File: config.mk
export PLATFORM = sky130hd
export DESIGN_NAME = aux_ctl_reg
export DESIGN_NICKNAME = d
export VERILOG_FILES = /design/src/rtl/aux_ctl_pkg.sv /design/src/rtl/aux_ctl_access.sv /design/src/rtl/aux_ctl_store.sv /design/src/rtl/aux_ctl_force.sv /design/src/rtl/aux_ctl_reg.sv
export SDC_FILE = /design/constraint.sdc
export NUM_CORES = 1
export LEC_CHECK = 0
export ABC_AREA = 1
export CAP_MARGIN = 20
export CORE_ASPECT_RATIO = 0.6
export CORE_MARGIN = 3
export CORE_UTILIZATION = 45
export CTS_BUF_LIST = sky130_fd_sc_hd__clkbuf_8 sky130_fd_sc_hd__clkbuf_16
export DETAILED_ROUTE_END_ITERATION = 8
export GPL_ROUTABILITY_DRIVEN = 0
export GPL_TIMING_DRIVEN = 0
export PLACE_DENSITY_LB_ADDON = 0.3
export SLEW_MARGIN = 10
export SYNTH_ARGS = -nofsm -noshare
export SYNTH_HDL_FRONTEND = slang
export SYNTH_SLANG_ARGS = --single-unit
File: constraint.sdc
create_clock -name clk -period 1 [get_ports clk]
set_clock_uncertainty 0.15 [all_clocks]
set_input_delay 0.1 -clock clk [delete_from_list [all_inputs] [get_ports clk]]
set_output_delay 0.1 -clock clk [all_outputs]
set_load 0.05 [all_outputs]
File: src/rtl/aux_ctl_pkg.sv
package aux_ctl_pkg;

   typedef enum logic [1:0] {
      PRIV_USER = 2'd0,
      PRIV_KERN = 2'd1,
      PRIV_HYP  = 2'd2,
      PRIV_MON  = 2'd3
   } priv_e;

   typedef struct packed {
      logic wr_en;
      logic rd_en;
      logic fault;
   } acc_dec_t;

endpackage

File: src/rtl/aux_ctl_access.sv
module aux_ctl_access
   import aux_ctl_pkg::*;
#(
   parameter int unsigned DATA_W     = 32,
   parameter int unsigned DELEG_BIT  = 6,
   parameter bit          NS_DELEG_ON = 1'b1
) (
   input  logic              acc_valid,
   input  logic              acc_write,
   input  logic [1:0]        acc_priv,
   input  logic              acc_nonsec,
   input  logic              ns_deleg,
   output acc_dec_t          dec,
   output logic [DATA_W-1:0] wr_mask
);

   localparam logic [DATA_W-1:0] ONE_HOT_DELEG = {{(DATA_W-1){1'b0}}, 1'b1} << DELEG_BIT;
   localparam logic [DATA_W-1:0] ALL_ONES      = {DATA_W{1'b1}};

   logic              is_user;
   logic [DATA_W-1:0] ns_mask;

   assign is_user = (priv_e'(acc_priv) == PRIV_USER);

   generate
      if (NS_DELEG_ON) begin : g_deleg
         assign ns_mask = ns_deleg ? ONE_HOT_DELEG : '0;
      end else begin : g_locked
         assign ns_mask = '0;
      end
   endgenerate

   always_comb begin
      dec.fault = acc_valid && is_user;
      dec.wr_en = acc_valid && acc_write && !is_user;
      dec.rd_en = acc_valid && !acc_write;
      if (!acc_nonsec) wr_mask = ALL_ONES;
      else             wr_mask = ns_mask;
   end

endmodule

File: src/rtl/aux_ctl_store.sv
module aux_ctl_store #(
   parameter int unsigned DATA_W = 32,
   parameter logic [DATA_W-1:0] RST_VAL = '0
) (
   input  logic              clk,
   input  logic              rst_n,
   input  logic              wr_en,
   input  logic [DATA_W-1:0] wr_mask,
   input  logic [DATA_W-1:0] wr_data,
   output logic [DATA_W-1:0] stored
);

   generate
      for (genvar i = 0; i < DATA_W; i++) begin : g_bit
         always_ff @(posedge clk or negedge rst_n) begin
            if (!rst_n)                     stored[i] <= RST_VAL[i];
            else if (wr_en && wr_mask[i])   stored[i] <= wr_data[i];
         end
      end
   endgenerate

endmodule

File: src/rtl/aux_ctl_force.sv
module aux_ctl_force #(
   parameter int unsigned DATA_W  = 32,
   parameter int unsigned N_FORCE = 2,
   parameter logic [N_FORCE*8-1:0] SRC_IDX = {8'd12, 8'd10},
   parameter logic [N_FORCE*8-1:0] DST_IDX = {8'd13, 8'd11}
) (
   input  logic [DATA_W-1:0] stored,
   output logic [DATA_W-1:0] eff
);

   logic [DATA_W-1:0] force_vec [N_FORCE];

   generate
      for (genvar k = 0; k < N_FORCE; k++) begin : g_pair
         localparam int unsigned S = int'(SRC_IDX[k*8 +: 8]);
         localparam int unsigned D = int'(DST_IDX[k*8 +: 8]);
         if (S >= DATA_W || D >= DATA_W) begin : g_bad
            $error("force pair index outside the word");
         end
         assign force_vec[k] = stored[S] ? ({{(DATA_W-1){1'b0}}, 1'b1} << D) : '0;
      end
   endgenerate

   always_comb begin
      eff = stored;
      for (int k = 0; k < N_FORCE; k++) eff = eff | force_vec[k];
   end

endmodule

File: src/rtl/aux_ctl_reg.sv
module aux_ctl_reg
   import aux_ctl_pkg::*;
#(
   parameter int unsigned DATA_W    = 32,
   parameter int unsigned DELEG_BIT = 6
) (
   input  logic              clk,
   input  logic              rst_n,
   input  logic              acc_valid,
   input  logic              acc_write,
   input  logic [DATA_W-1:0] acc_wdata,
   input  logic [1:0]        acc_priv,
   input  logic              acc_nonsec,
   input  logic              ns_deleg,
   output logic [DATA_W-1:0] rd_data,
   output logic              rd_valid,
   output logic              undef_fault,
   output logic [DATA_W-1:0] eff_ctl
);

   localparam logic [DATA_W-1:0] DELEG_MASK = {{(DATA_W-1){1'b0}}, 1'b1} << DELEG_BIT;

   generate
      if (DELEG_BIT >= DATA_W) begin : g_bad_deleg
         $error("delegated bit outside the word");
      end
      if (DATA_W < 14) begin : g_bad_width
         $error("word too narrow for the forcing pairs");
      end
   endgenerate

   acc_dec_t          dec;
   logic [DATA_W-1:0] wr_mask;
   logic [DATA_W-1:0] stored;

   aux_ctl_access #(.DATA_W(DATA_W), .DELEG_BIT(DELEG_BIT), .NS_DELEG_ON(1'b1)) u_access (
      .acc_valid (acc_valid),
      .acc_write (acc_write),
      .acc_priv  (acc_priv),
      .acc_nonsec(acc_nonsec),
      .ns_deleg  (ns_deleg),
      .dec       (dec),
      .wr_mask   (wr_mask)
   );

   aux_ctl_store #(.DATA_W(DATA_W), .RST_VAL('0)) u_store (
      .clk    (clk),
      .rst_n  (rst_n),
      .wr_en  (dec.wr_en),
      .wr_mask(wr_mask),
      .wr_data(acc_wdata),
      .stored (stored)
   );

   aux_ctl_force #(.DATA_W(DATA_W), .N_FORCE(2),
                   .SRC_IDX({8'd12, 8'd10}), .DST_IDX({8'd13, 8'd11})) u_force (
      .stored(stored),
      .eff   (eff_ctl)
   );

   always_ff @(posedge clk or negedge rst_n) begin
      if (!rst_n) begin
         rd_data     <= '0;
         rd_valid    <= 1'b0;
         undef_fault <= 1'b0;
      end else begin
         rd_valid    <= dec.rd_en;
         undef_fault <= dec.fault;
         if (dec.rd_en) rd_data <= dec.fault ? '0 : stored;
      end
   end

   AST_NS_LOCKED: assert property (@(posedge clk) disable iff (!rst_n)
      (acc_valid && acc_write && acc_nonsec && !ns_deleg) |=> $stable(stored));
   AST_NS_DELEG_ONLY: assert property (@(posedge clk) disable iff (!rst_n)
      (acc_valid && acc_write && acc_nonsec && ns_deleg) |=> (((stored ^ $past(stored)) & ~DELEG_MASK) == '0));
   AST_USER_FAULT: assert property (@(posedge clk) disable iff (!rst_n)
      (acc_valid && acc_priv == 2'd0) |=> undef_fault);
   AST_USER_WR_BLOCKED: assert property (@(posedge clk) disable iff (!rst_n)
      (acc_valid && acc_write && acc_priv == 2'd0) |=> $stable(stored));
   AST_USER_RD_ZERO: assert property (@(posedge clk) disable iff (!rst_n)
      (acc_valid && !acc_write && acc_priv == 2'd0) |=> (rd_data == '0));
   AST_RD_RESPONSE: assert property (@(posedge clk) disable iff (!rst_n)
      (acc_valid && !acc_write) |=> rd_valid);
   AST_NO_SPURIOUS_RD: assert property (@(posedge clk) disable iff (!rst_n)
      !(acc_valid && !acc_write) |=> !rd_valid);

endmodule

* Word level (Yosys, flattened, before mapping)
Cells that the tools add are included.
** Cells by class
- Mux-type cells :: 5
- Reductions and logical operators :: 39
- Bitwise operators :: 2
** Operator list (count)
- $mux 32 :: 2
- $or 32x32->32 :: 2
- $logic_and 1x1->1 :: 36
- $mux 14 :: 1
- $mux 12 :: 1
- $mux 7 :: 1
- $logic_not 1->1 :: 2
- $logic_not 2->1 :: 1
** Storage, ports and cells
- Bits of input ports :: 40
- Flip-flop bits (word level) :: 66
- Word-level logic and storage cells :: 81

* Depth between registers and ports, before layout
Gate-level depths: netlist (run 1).
- Depth in word-level cells :: 4
- Gate-level depth with buffers :: 6
- Mapped depth without buffers :: 5

* Cells and area by module
A second synthesis (run 1) with hierarchy kept.
** Unflattened totals
- Cell total of the unflattened synthesis :: 386
- Area total of the unflattened synthesis :: 3329.4 µm²
** By module, submodules not included
- aux_ctl_reg :: instances 1, area each 1412.6 µm², seq. area each 850.8 µm², cells an instance 142
- aux_ctl_store :: instances 1, area each 1400.1 µm², seq. area each 800.8 µm², cells an instance 167
- aux_ctl_access :: instances 1, area each 269.0 µm², seq. area each 0.0 µm², cells an instance 41
- aux_ctl_force :: instances 1, area each 247.7 µm², seq. area each 0.0 µm², cells an instance 36

* Worst setup path after synthesis (run 1)
Ideal clock, no wire load.
- Path kind :: register -> register
- From :: register rd_data[10] (netlist name)
- To :: register rd_data[10]
- Stages on the path, launching flop included :: 3
- Path buffers :: 0
- Library setup time :: 0.122 ns
- Arrival :: 0.722 ns
- Required time :: 0.728 ns
- Path slack :: 0.006 ns
- Cells stage by stage :: dfrtp_1 > nand2_1 > o21ai_1
** RTL lines
- to (signal assigned) :: line aux_ctl_reg.sv:69 : if (dec.rd_en) rd_data <= dec.fault ? '0 : stored;
- to (decl) :: line aux_ctl_reg.sv:15 : output logic [DATA_W-1:0] rd_data,

* Final worst setup path (run 1)
- From :: register u_store.stored[10]
- To :: output port eff_ctl[10]
** On the way
- Word-level cells in the longest chain between the ends :: 2
** RTL lines
- from (decl) :: line aux_ctl_store.sv:10 : output logic [DATA_W-1:0] stored
- from (signal, indexed assignment) :: line aux_ctl_store.sv:16 : if (!rst_n) stored[i] <= RST_VAL[i];
- from (signal, indexed assignment) :: line aux_ctl_store.sv:17 : else if (wr_en && wr_mask[i]) stored[i] <= wr_data[i];
- $or 32x32->32 (2 in a row) :: line aux_ctl_force.sv:26 : for (int k = 0; k < N_FORCE; k++) eff = eff | force_vec[k];
- to (decl) :: line aux_ctl_reg.sv:18 : output logic [DATA_W-1:0] eff_ctl
No other way between the ends.

==> impl_metrics.py, run 1 <==
metrics = {
    "run_status": {
        "outcome": "finished with violations",
        "violations": "hold timing, setup timing",
    },
    "route": {
        "remaining_drc_errors": 0,
        "wl_per_cell_um": 14.9,
        "via_count": 2661,
        "totalWireLength_um": 8280,
        "ant_nets": 0,
        "drt_iter0_drc": 104,
        "first_pass_iters": 5,
        "vias_per_cell": 4.79,
    },
    "clock_tree": {
        "cts_inserted_buffers": 9,
        "cts_buffer_depth": 2,
        "clockRootBuffer": "clkbuf_8",
        "cts.sinks": 66,
        "clk-insertion-delay-late_ns": 0.34,
        "clk_pin_slew_worst_paths_ns": 0.07,
        "cts_max_level": 3,
        "cts_tree": "yes",
    },
    "synthesis": {
        "ys_types": 13,
        "syn_area_um2": 2940,
        "syn-num-nets": 365,
        "synth-seq-cells": 66,
        "synth-warning-count": 0,
        "synthCells": 325,
        "ys_seq_area_share_pct": 56.3,
        "syn_area_per_cell_um2": 9.03,
    },
    "floorplan": {
        "core_area_um2": 6220,
        "row_count": 22,
        "die_w_um": 110,
        "start_util_pct": 47.2,
        "die-height_um": 68.6,
        "die_area_um2": 7560,
        "ios": 106,
    },
    "worst_setup_path": {
        "critPathLaunch": "u_store.stored[10]",
        "crit_path_start_kind": "flip-flop",
        "r2r_slack_ns": -0.01,
        "ff2ff_path_depth": 4,
        "cp_max_fo": 3,
        "arrival_ns": 1.05,
        "setup.worst_path.end_class": "output port",
        "worstPathRequired_ns": 0.75,
        "r2r-end": "rd_data[11]",
        "endpoint": "eff_ctl[10]",
        "crit_type": "reg2out",
        "reg2reg_from": "rd_data[11]",
    },
    "sta": {
        "setup_viol": 67,
        "period_minus_slack_ns": 1.30,
        "rsz0062_at_grt": "true",
        "timing.hold.ws_ns": -0.308,
        "hold_viol_final": 66,
        "maxSlewHeadroom_pct": 45.0,
        "max_freq_mhz": 770,
        "worst_slack_ns": -0.298,
        "maxSlewViolCount": 0,
        "worst_pin_slew_ns": 0.825,
        "finalCritPeriodShare_pct": 130,
    },
    "grt": {
        "grt-ovfl-total": 0,
        "grt_start_max_net_pins": 67,
        "grt_pass1_vias": 2606,
        "antenna_found_initial": 0,
        "grt_pass1_wl_um": 13300,
        "grt_usage_pct": 24.1,
    },
    "power": {
        "p_leak_nw": 2.54,
        "p_per_area_nw_per_um2": 2210,
        "ir_drop_uv": 1300,
    },
    "cells_and_area": {
        "final_core_util_pct": 76.5,
        "final_common_cell": "nand2_1",
        "fin_nets": 507,
        "final_cell_mix": "nand2_1 (118), dfrtp_1 (66), nand3_1 (61)",
        "area_growth_pct": 62.2,
        "layout-drive-gt1-share_pct": 37.9,
        "num_antenna_cells": 0,
    },
    "flow_run": {
        "maxCapViolCount": 0,
    },
    "placement": {
        "dpl.hpwl_um": 5370,
        "portBuffers": 105,
    },
    "min_path": {
        "worstHoldPathType": "in2async",
    },
}
==> how the worst min path moves through the flow <==
stage	to	cells after the start
floorplan	rd_data[0]	0
global placement	u_store.stored[11]	2
detailed placement	rd_data[9]	1
CTS	rd_data[8]	1
global route	u_store.stored[9]	1
finish	rd_data[9]	1
==> per-stage QoR <==
step | std cells | cell area [µm²] | total power, mW | setup slack (ns) | setup TNS, ns
after global routing | 556 | 4760 | 11.0 | -0.359 | -13.78
after floorplan | 325 | 2940 | 6.01 | 0.00579 | 0
final | 556 | 4760 | 10.5 | -0.298 | -10.56
after global placement | 514 | 4090 | 7.31 | -2.44 | -219.94
after detailed placement | 514 | 4090 | 7.37 | -0.563 | -61.08
after CTS | 552 | 4690 | 10.5 | -0.314 | -11.90
==> synth_stat cells <==
cell | instances | share of area (%)
buf_2 | 8 | 1.4
buf_4 | 31 | 7.9
buf_6 | 9 | 3.5
dfrtp_1 | 66 | 56
inv_1 | 7 | 0.90
inv_2 | 4 | 0.51
nand2_1 | 127 | 16
nand2_2 | 3 | 0.64
nand3_1 | 61 | 10
nand3_4 | 1 | 0.60
nor2_1 | 2 | 0.26
nor2_4 | 2 | 0.77
o21ai_1 | 4 | 0.68
==> worst max-delay path: stages, from the launching register on <==
cell and delay, ns:
dfrtp_1 0.42, buf_4 0.15, buf_6 0.14
==> kinds of logic (layout without fill, tap and decap cells) <==
| family | Yosys count | after routing | synth area share [%] |
|---|---|---|---|
| AOI/OAI and AO/OA | 4 | 4 | 0.682 |
| buffers and inverters | 59 | 206 | 14.2 |
| DFF | 66 | 66 | 56.3 |
| and+or+nand+nor | 196 | 196 | 28.9 |
==> layer usage <==
metal / part of all wire (%) / track usage (%) / wire, µm
met1: 43 / 32.7 / 3580
met2: 47 / 36.9 / 3900
met4: 0.66 / 6.91 / 55
met3: 8.9 / 8.56 / 740
met5: 0 / 0 / 0
==> sequential cells by signal, summed over array words and instances, names as in the netlist <==
name and count:
rd_data 32, rd_valid 1, undef_fault 1, u_store.stored 32
==> power by group <==
part	total (mW)	internal [mW]	switching (mW)
registers	3.55	3.14	0.416
logic	4.53	1.93	2.60
clock network	2.46	1.45	1.00
==> area by class of cell <==
| cell class | instances | area (µm²) |
|---|---|---|
| Buffer | 22 | 196 |
| Clock buffer | 10 | 138 |
| Clock inverter | 6 | 81.3 |
| Fill cell | 448 | 1460 |
| Inverter | 11 | 41.3 |
| Multi-Input combinational cell | 200 | 900 |
| Sequential cell | 66 | 1650 |
| Tap cell | 84 | 105 |
| Timing Repair Buffer | 157 | 1650 |
==> repair_timing <==
action	in CTS	in global routing
gates cloned	3	0
gates resized for setup	508	18
setup endpoints to repair	129	98
buffers inserted	46	10
pin swaps	4	5
hold endpoints to repair	66	66
No activity file was read; power rests on OpenSTA's default activity.
==> run 2: changes to the inputs <==
- HOLD_SLACK_MARGIN: not set -> 0.15
==> impl_metrics.py, run 2 (synthesized netlist as in run 1, its figures left out) <==
metrics = {
    "grt": {
        "antenna_found_initial": 0,
        "grt-ovfl-total": 0,
        "grt_start_max_net_pins": 67,
        "grt_pass1_vias": 2623,
        "grt_usage_pct": 24.1,
        "grt_pass1_wl_um": 13400,
    },
    "floorplan": {
        "ios": 106,
        "row_count": 22,
        "start_util_pct": 47.2,
        "die_w_um": 110,
        "die-height_um": 68.6,
        "core_area_um2": 6220,
        "die_area_um2": 7560,
    },
    "cells_and_area": {
        "nFillCells": 447,
        "final_common_cell": "nand2_1",
        "num_antenna_cells": 0,
        "layout.cells.non_filler": 557,
        "layout-drive-gt1-share_pct": 37.8,
        "final_cell_mix": "nand2_1 (118), dfrtp_1 (66), nand3_1 (61)",
        "reg_top3": "rd_data x32, u_store.stored x32",
        "final_core_util_pct": 76.7,
        "area_growth_pct": 62.6,
        "fin_nets": 508,
    },
    "route": {
        "vias_per_cell": 4.82,
        "remaining_drc_errors": 0,
        "via_count": 2684,
        "ant_nets": 0,
        "first_pass_iters": 4,
        "drt_iter0_drc": 99,
        "totalWireLength_um": 8360,
        "wl_per_cell_um": 15.0,
    },
    "worst_setup_path": {
        "setup.worst_path.end_class": "output port",
        "arrival_ns": 1.06,
        "worstPathRequired_ns": 0.75,
        "r2r-end": "rd_data[11]",
        "reg2reg_from": "rd_data[11]",
        "r2r_slack_ns": -0.01,
        "ff2ff_path_depth": 4,
        "crit_type": "reg2out",
        "crit_path_start_kind": "flip-flop",
        "cp_max_fo": 3,
    },
    "sta": {
        "setup_viol": 67,
        "timing.hold.ws_ns": -0.316,
        "maxSlewHeadroom_pct": 43.4,
        "maxSlewViolCount": 0,
        "worst_pin_slew_ns": 0.850,
        "max_freq_mhz": 761,
        "finalCritPeriodShare_pct": 131,
        "rsz0062_at_grt": "true",
        "hold_viol_final": 66,
        "period_minus_slack_ns": 1.31,
        "worst_slack_ns": -0.314,
        "fin_tns_setup_ns": -11.01,
    },
    "placement": {
        "place_inst": 514,
        "portBuffers": 105,
        "dpl.hpwl_um": 5370,
        "dp_slack_ns": -0.563,
    },
    "run_status": {
        "outcome": "finished with violations",
        "violations": "hold timing, setup timing",
    },
    "clock_tree": {
        "cts.sinks": 66,
        "clk-insertion-delay-late_ns": 0.35,
        "cts_buffer_depth": 2,
        "cts_max_level": 3,
        "cts_tree": "yes",
        "clk_pin_slew_worst_paths_ns": 0.08,
        "cts_hold_buffers": 1,
        "clockRootBuffer": "clkbuf_8",
        "cts_inserted_buffers": 9,
    },
    "power": {
        "p_leak_nw": 2.55,
        "ir_drop_uv": 1300,
        "p_per_area_nw_per_um2": 2210,
    },
    "min_path": {
        "worstHoldPathType": "in2async",
    },
    "flow_run": {
        "maxCapViolCount": 0,
    },
}
-- run 2: cell types whose count changed in the layout (fill, tap and decap cells not counted), sizes merged --
cell	change
dlygate4sd3	+1
-- run 2: final cells by class --
cell class / instances / area [µm²] / share of cell area [%]
sequential: 66 / 1650 / 34.6
tap: 84 / 105 / 2.20
multi-input combinational: 200 / 900 / 18.9
clock inverter: 6 / 81.3 / 1.70
buffer: 22 / 196 / 4.12
timing repair buffer: 158 / 1660 / 34.8
clock buffer: 10 / 138 / 2.88
inverter: 11 / 41.3 / 0.865
-- run 2: worst max-delay path: stages, from the launching register on --
cell	delay (ns)
dfrtp_1	0.42
buf_4	0.15
buf_6	0.14
-- run 2: metrics by stage --
| stage | total power [mW] | instance area, µm² |
|---|---|---|
| 6_report | 10.6 | 4770 |
| 4_1_cts | 10.5 | 4700 |
| 5_1_grt | 11.0 | 4770 |
| 3_5_place_dp | 7.37 | 4090 |
| 2_1_floorplan | 6.01 | 2940 |
| 3_3_place_gp | 7.31 | 4090 |
-- run 2: worst max path at each step --
| stage | startpoint | end | slack (ns) | cells after the start |
|---|---|---|---|---|
| after floorplan | rd_data[10] | rd_data[10] | 0.006 | 2 |
| after global placement | rst_n | u_store.stored[22] | -2.44 | 1 |
| after detailed placement | u_store.stored[12] | eff_ctl[13] | -0.56 | 3 |
| after CTS | u_store.stored[10] | eff_ctl[11] | -0.31 | 3 |
| after global routing | u_store.stored[12] | eff_ctl[13] | -0.36 | 3 |
| final | u_store.stored[10] | eff_ctl[10] | -0.31 | 2 |
-- run 2: metal layers --
layer / vias up / global-route usage, % / wire, µm
met3: 10 / 8.19 / 692
met1: 1282 / 32.7 / 3680
met4: 0 / 7.53 / 93
li1: 1287 / - / -
met2: 105 / 37.0 / 3890
met5: - / 0 / 0
-- run 2: what timing repair did --
item | CTS | global route
cloned | 3 | 0
setup endpoints to repair | 129 | 98
pin swaps | 4 | 5
setup buffers | 46 | 10
hold endpoints to repair | 71 | 69
resized for setup | 508 | 18
-- run 2: power by group --
part	internal, mW	switching, mW	leakage (nW)	total (mW)
combinational	1.93	2.60	1.59	4.53
sequential	3.14	0.418	0.846	3.55
clock	1.45	1.02	0.113	2.48
==> run 3: changes to the inputs <==
- GPL_ROUTABILITY_DRIVEN: 0 -> 1
- PLACE_DENSITY_LB_ADDON: 0.3 -> 0.05
==> impl_metrics.py, run 3 (synthesized netlist as in run 1, its figures left out) <==
metrics = {
    "grt": {
        "antenna_found_initial": 0,
        "top_usage_layer": "met2",
        "met2_usage_pct": 37.8,
        "grt_usage_pct": 23.8,
        "grt_start_max_net_pins": 45,
        "grt_pass1_vias": 2682,
        "grt_pass1_wl_um": 13300,
        "grt-ovfl-total": 0,
        "grt_use_met3_pct": 7.91,
        "met1_usage_pct": 32.1,
    },
    "cells_and_area": {
        "final_common_cell": "nand2_1",
        "area_growth_pct": 65.7,
        "layout-drive-gt1-share_pct": 39.4,
        "reg_top3": "rd_data x32, u_store.stored x32",
        "fin_area_um2": 4860,
        "num_antenna_cells": 0,
        "final_cell_mix": "nand2_1 (120), dfrtp_1 (65), nand3_1 (59), buf_6 (59), buf_4 (50)",
        "fin_nets": 517,
    },
    "clock_tree": {
        "cts.sinks": 66,
        "cts_inserted_buffers": 9,
        "cts_buffer_depth": 2,
        "clockRootBuffer": "clkbuf_8",
        "clk_pin_slew_worst_paths_ns": 0.07,
        "clk-insertion-delay-late_ns": 0.33,
        "cts_tree": "yes",
        "cts_max_level": 3,
        "cts_hold_buffers": 2,
    },
    "sta": {
        "fin_tns_setup_ns": -10.98,
        "period_minus_slack_ns": 1.32,
        "finalCritPeriodShare_pct": 132,
        "timing.hold.ws_ns": 0.0600,
        "worst_pin_slew_ns": 0.340,
        "max_freq_mhz": 759,
        "rsz0062_at_grt": "true",
        "hold_viol_final": 0,
        "maxSlewHeadroom_pct": 77.3,
        "setup_viol": 75,
        "worst_slack_ns": -0.317,
        "maxSlewViolCount": 0,
    },
    "worst_setup_path": {
        "cp_max_fo": 3,
        "setup.worst_path.end_class": "output port",
        "arrival_ns": 1.07,
        "worstPathRequired_ns": 0.75,
        "crit_path_start_kind": "flip-flop",
        "crit_type": "reg2out",
    },
    "placement": {
        "dp_slack_ns": -0.558,
        "place_area_um2": 4120,
        "dpl.hpwl_um": 5410,
        "portBuffers": 105,
        "gp_congestion": 0.774,
    },
    "floorplan": {
        "die_w_um": 110,
        "start_util_pct": 47.2,
        "ios": 106,
        "core_area_um2": 6220,
        "die-height_um": 68.6,
        "die_area_um2": 7560,
        "row_count": 22,
    },
    "route": {
        "remaining_drc_errors": 0,
        "wl_per_cell_um": 15.1,
        "first_pass_iters": 4,
        "vias_per_cell": 4.84,
        "totalWireLength_um": 8560,
        "drt_iter0_drc": 129,
        "via_count": 2742,
        "ant_nets": 0,
    },
    "power": {
        "ir_drop_uv": 1280,
        "clkPwrFrac_pct": 21.5,
        "power_mw": 10.5,
        "p_per_area_nw_per_um2": 2160,
        "p_leak_nw": 2.58,
        "power_frac_seq_pct": 34.0,
        "switching_share_pct": 38.6,
        "p_int_mw": 6.46,
        "comb_power_share_pct": 44.5,
        "p_switching_mw": 4.06,
    },
    "run_status": {
        "violations": "setup timing",
        "outcome": "finished with violations",
    },
    "flow_run": {
        "maxCapViolCount": 0,
    },
    "min_path": {
        "worstHoldPathType": "in2async",
    },
}
run 3: cell count changes in the layout (fill, tap and decap cells not counted), sizes merged:
| cell | delta |
|---|---|
| buf | +8 |
| bufinv | -1 |
| clkbuf | +1 |
| clkinv | +1 |
| dlygate4sd2 | +1 |
| dlygate4sd3 | +1 |
| dlymetal6s2s | -1 |
| inv | -1 |
run 3: repair_timing:
item,in CTS,in global routing
endpoints found under the hold margin,68,22
cloned,1,0
buffers inserted,52,13
setup endpoints to repair,129,69
gates resized for setup,509,21
pin swaps,7,3
run 3: through the flow:
stage	util (%)	cells
6_report	78.2	566
2_1_floorplan	-	325
3_5_place_dp	66.2	515
3_3_place_gp	65.8	514
5_1_grt	78.2	566
4_1_cts	76.3	557
run 3: worst paths after layout:
kind / slack, ns / end / cells past startpoint / start
worst min-delay path: 0.06 / rd_valid / 2 / rst_n
worst min register to register: 0.35 / u_store.stored[13] / 2 / u_store.stored[13]
max in group asynchronous: 0.12 / u_store.stored[19] / 3 / rst_n
worst max register to register: -0.26 / rd_data[10] / 6 / u_store.stored[10]
min in group clk: 0.12 / u_store.stored[6] / 4 / acc_nonsec
worst max-delay path: -0.32 / eff_ctl[11] / 3 / u_store.stored[10]
run 3: area by class of cell:
| cell class | instances | area (µm²) |
|---|---|---|
| timing repair buffer | 168 | 1780 |
| sequential | 66 | 1650 |
| fill | 430 | 1360 |
| multi-input combinational | 200 | 903 |
| buffer | 21 | 179 |
| clock buffer | 11 | 151 |
| tap | 84 | 105 |
| clock inverter | 5 | 52.6 |
| inverter | 11 | 41.3 |
run 3: routing by layer:
metal	vias to the layer above	wire, µm
li1	1308	-
met1	1331	3760
met4	0	50
met3	4	695
met2	99	4050
met5	-	0
run 3: critical path, cell delays in order, from the launching register on:
cell and delay, ns:
dfrtp_1 0.43, inv_2 0.10, nand2_2 0.05, buf_6 0.15
run 3: power by group through the flow:
stage,Clock (mW),Combinational (mW),Sequential [mW]
floorplan,0,1.77,4.24
global placement,0,3.82,3.49
detailed placement,0,3.88,3.50
CTS,2.30,4.53,3.54
global route,2.43,4.93,3.62
finish,2.26,4.68,3.57
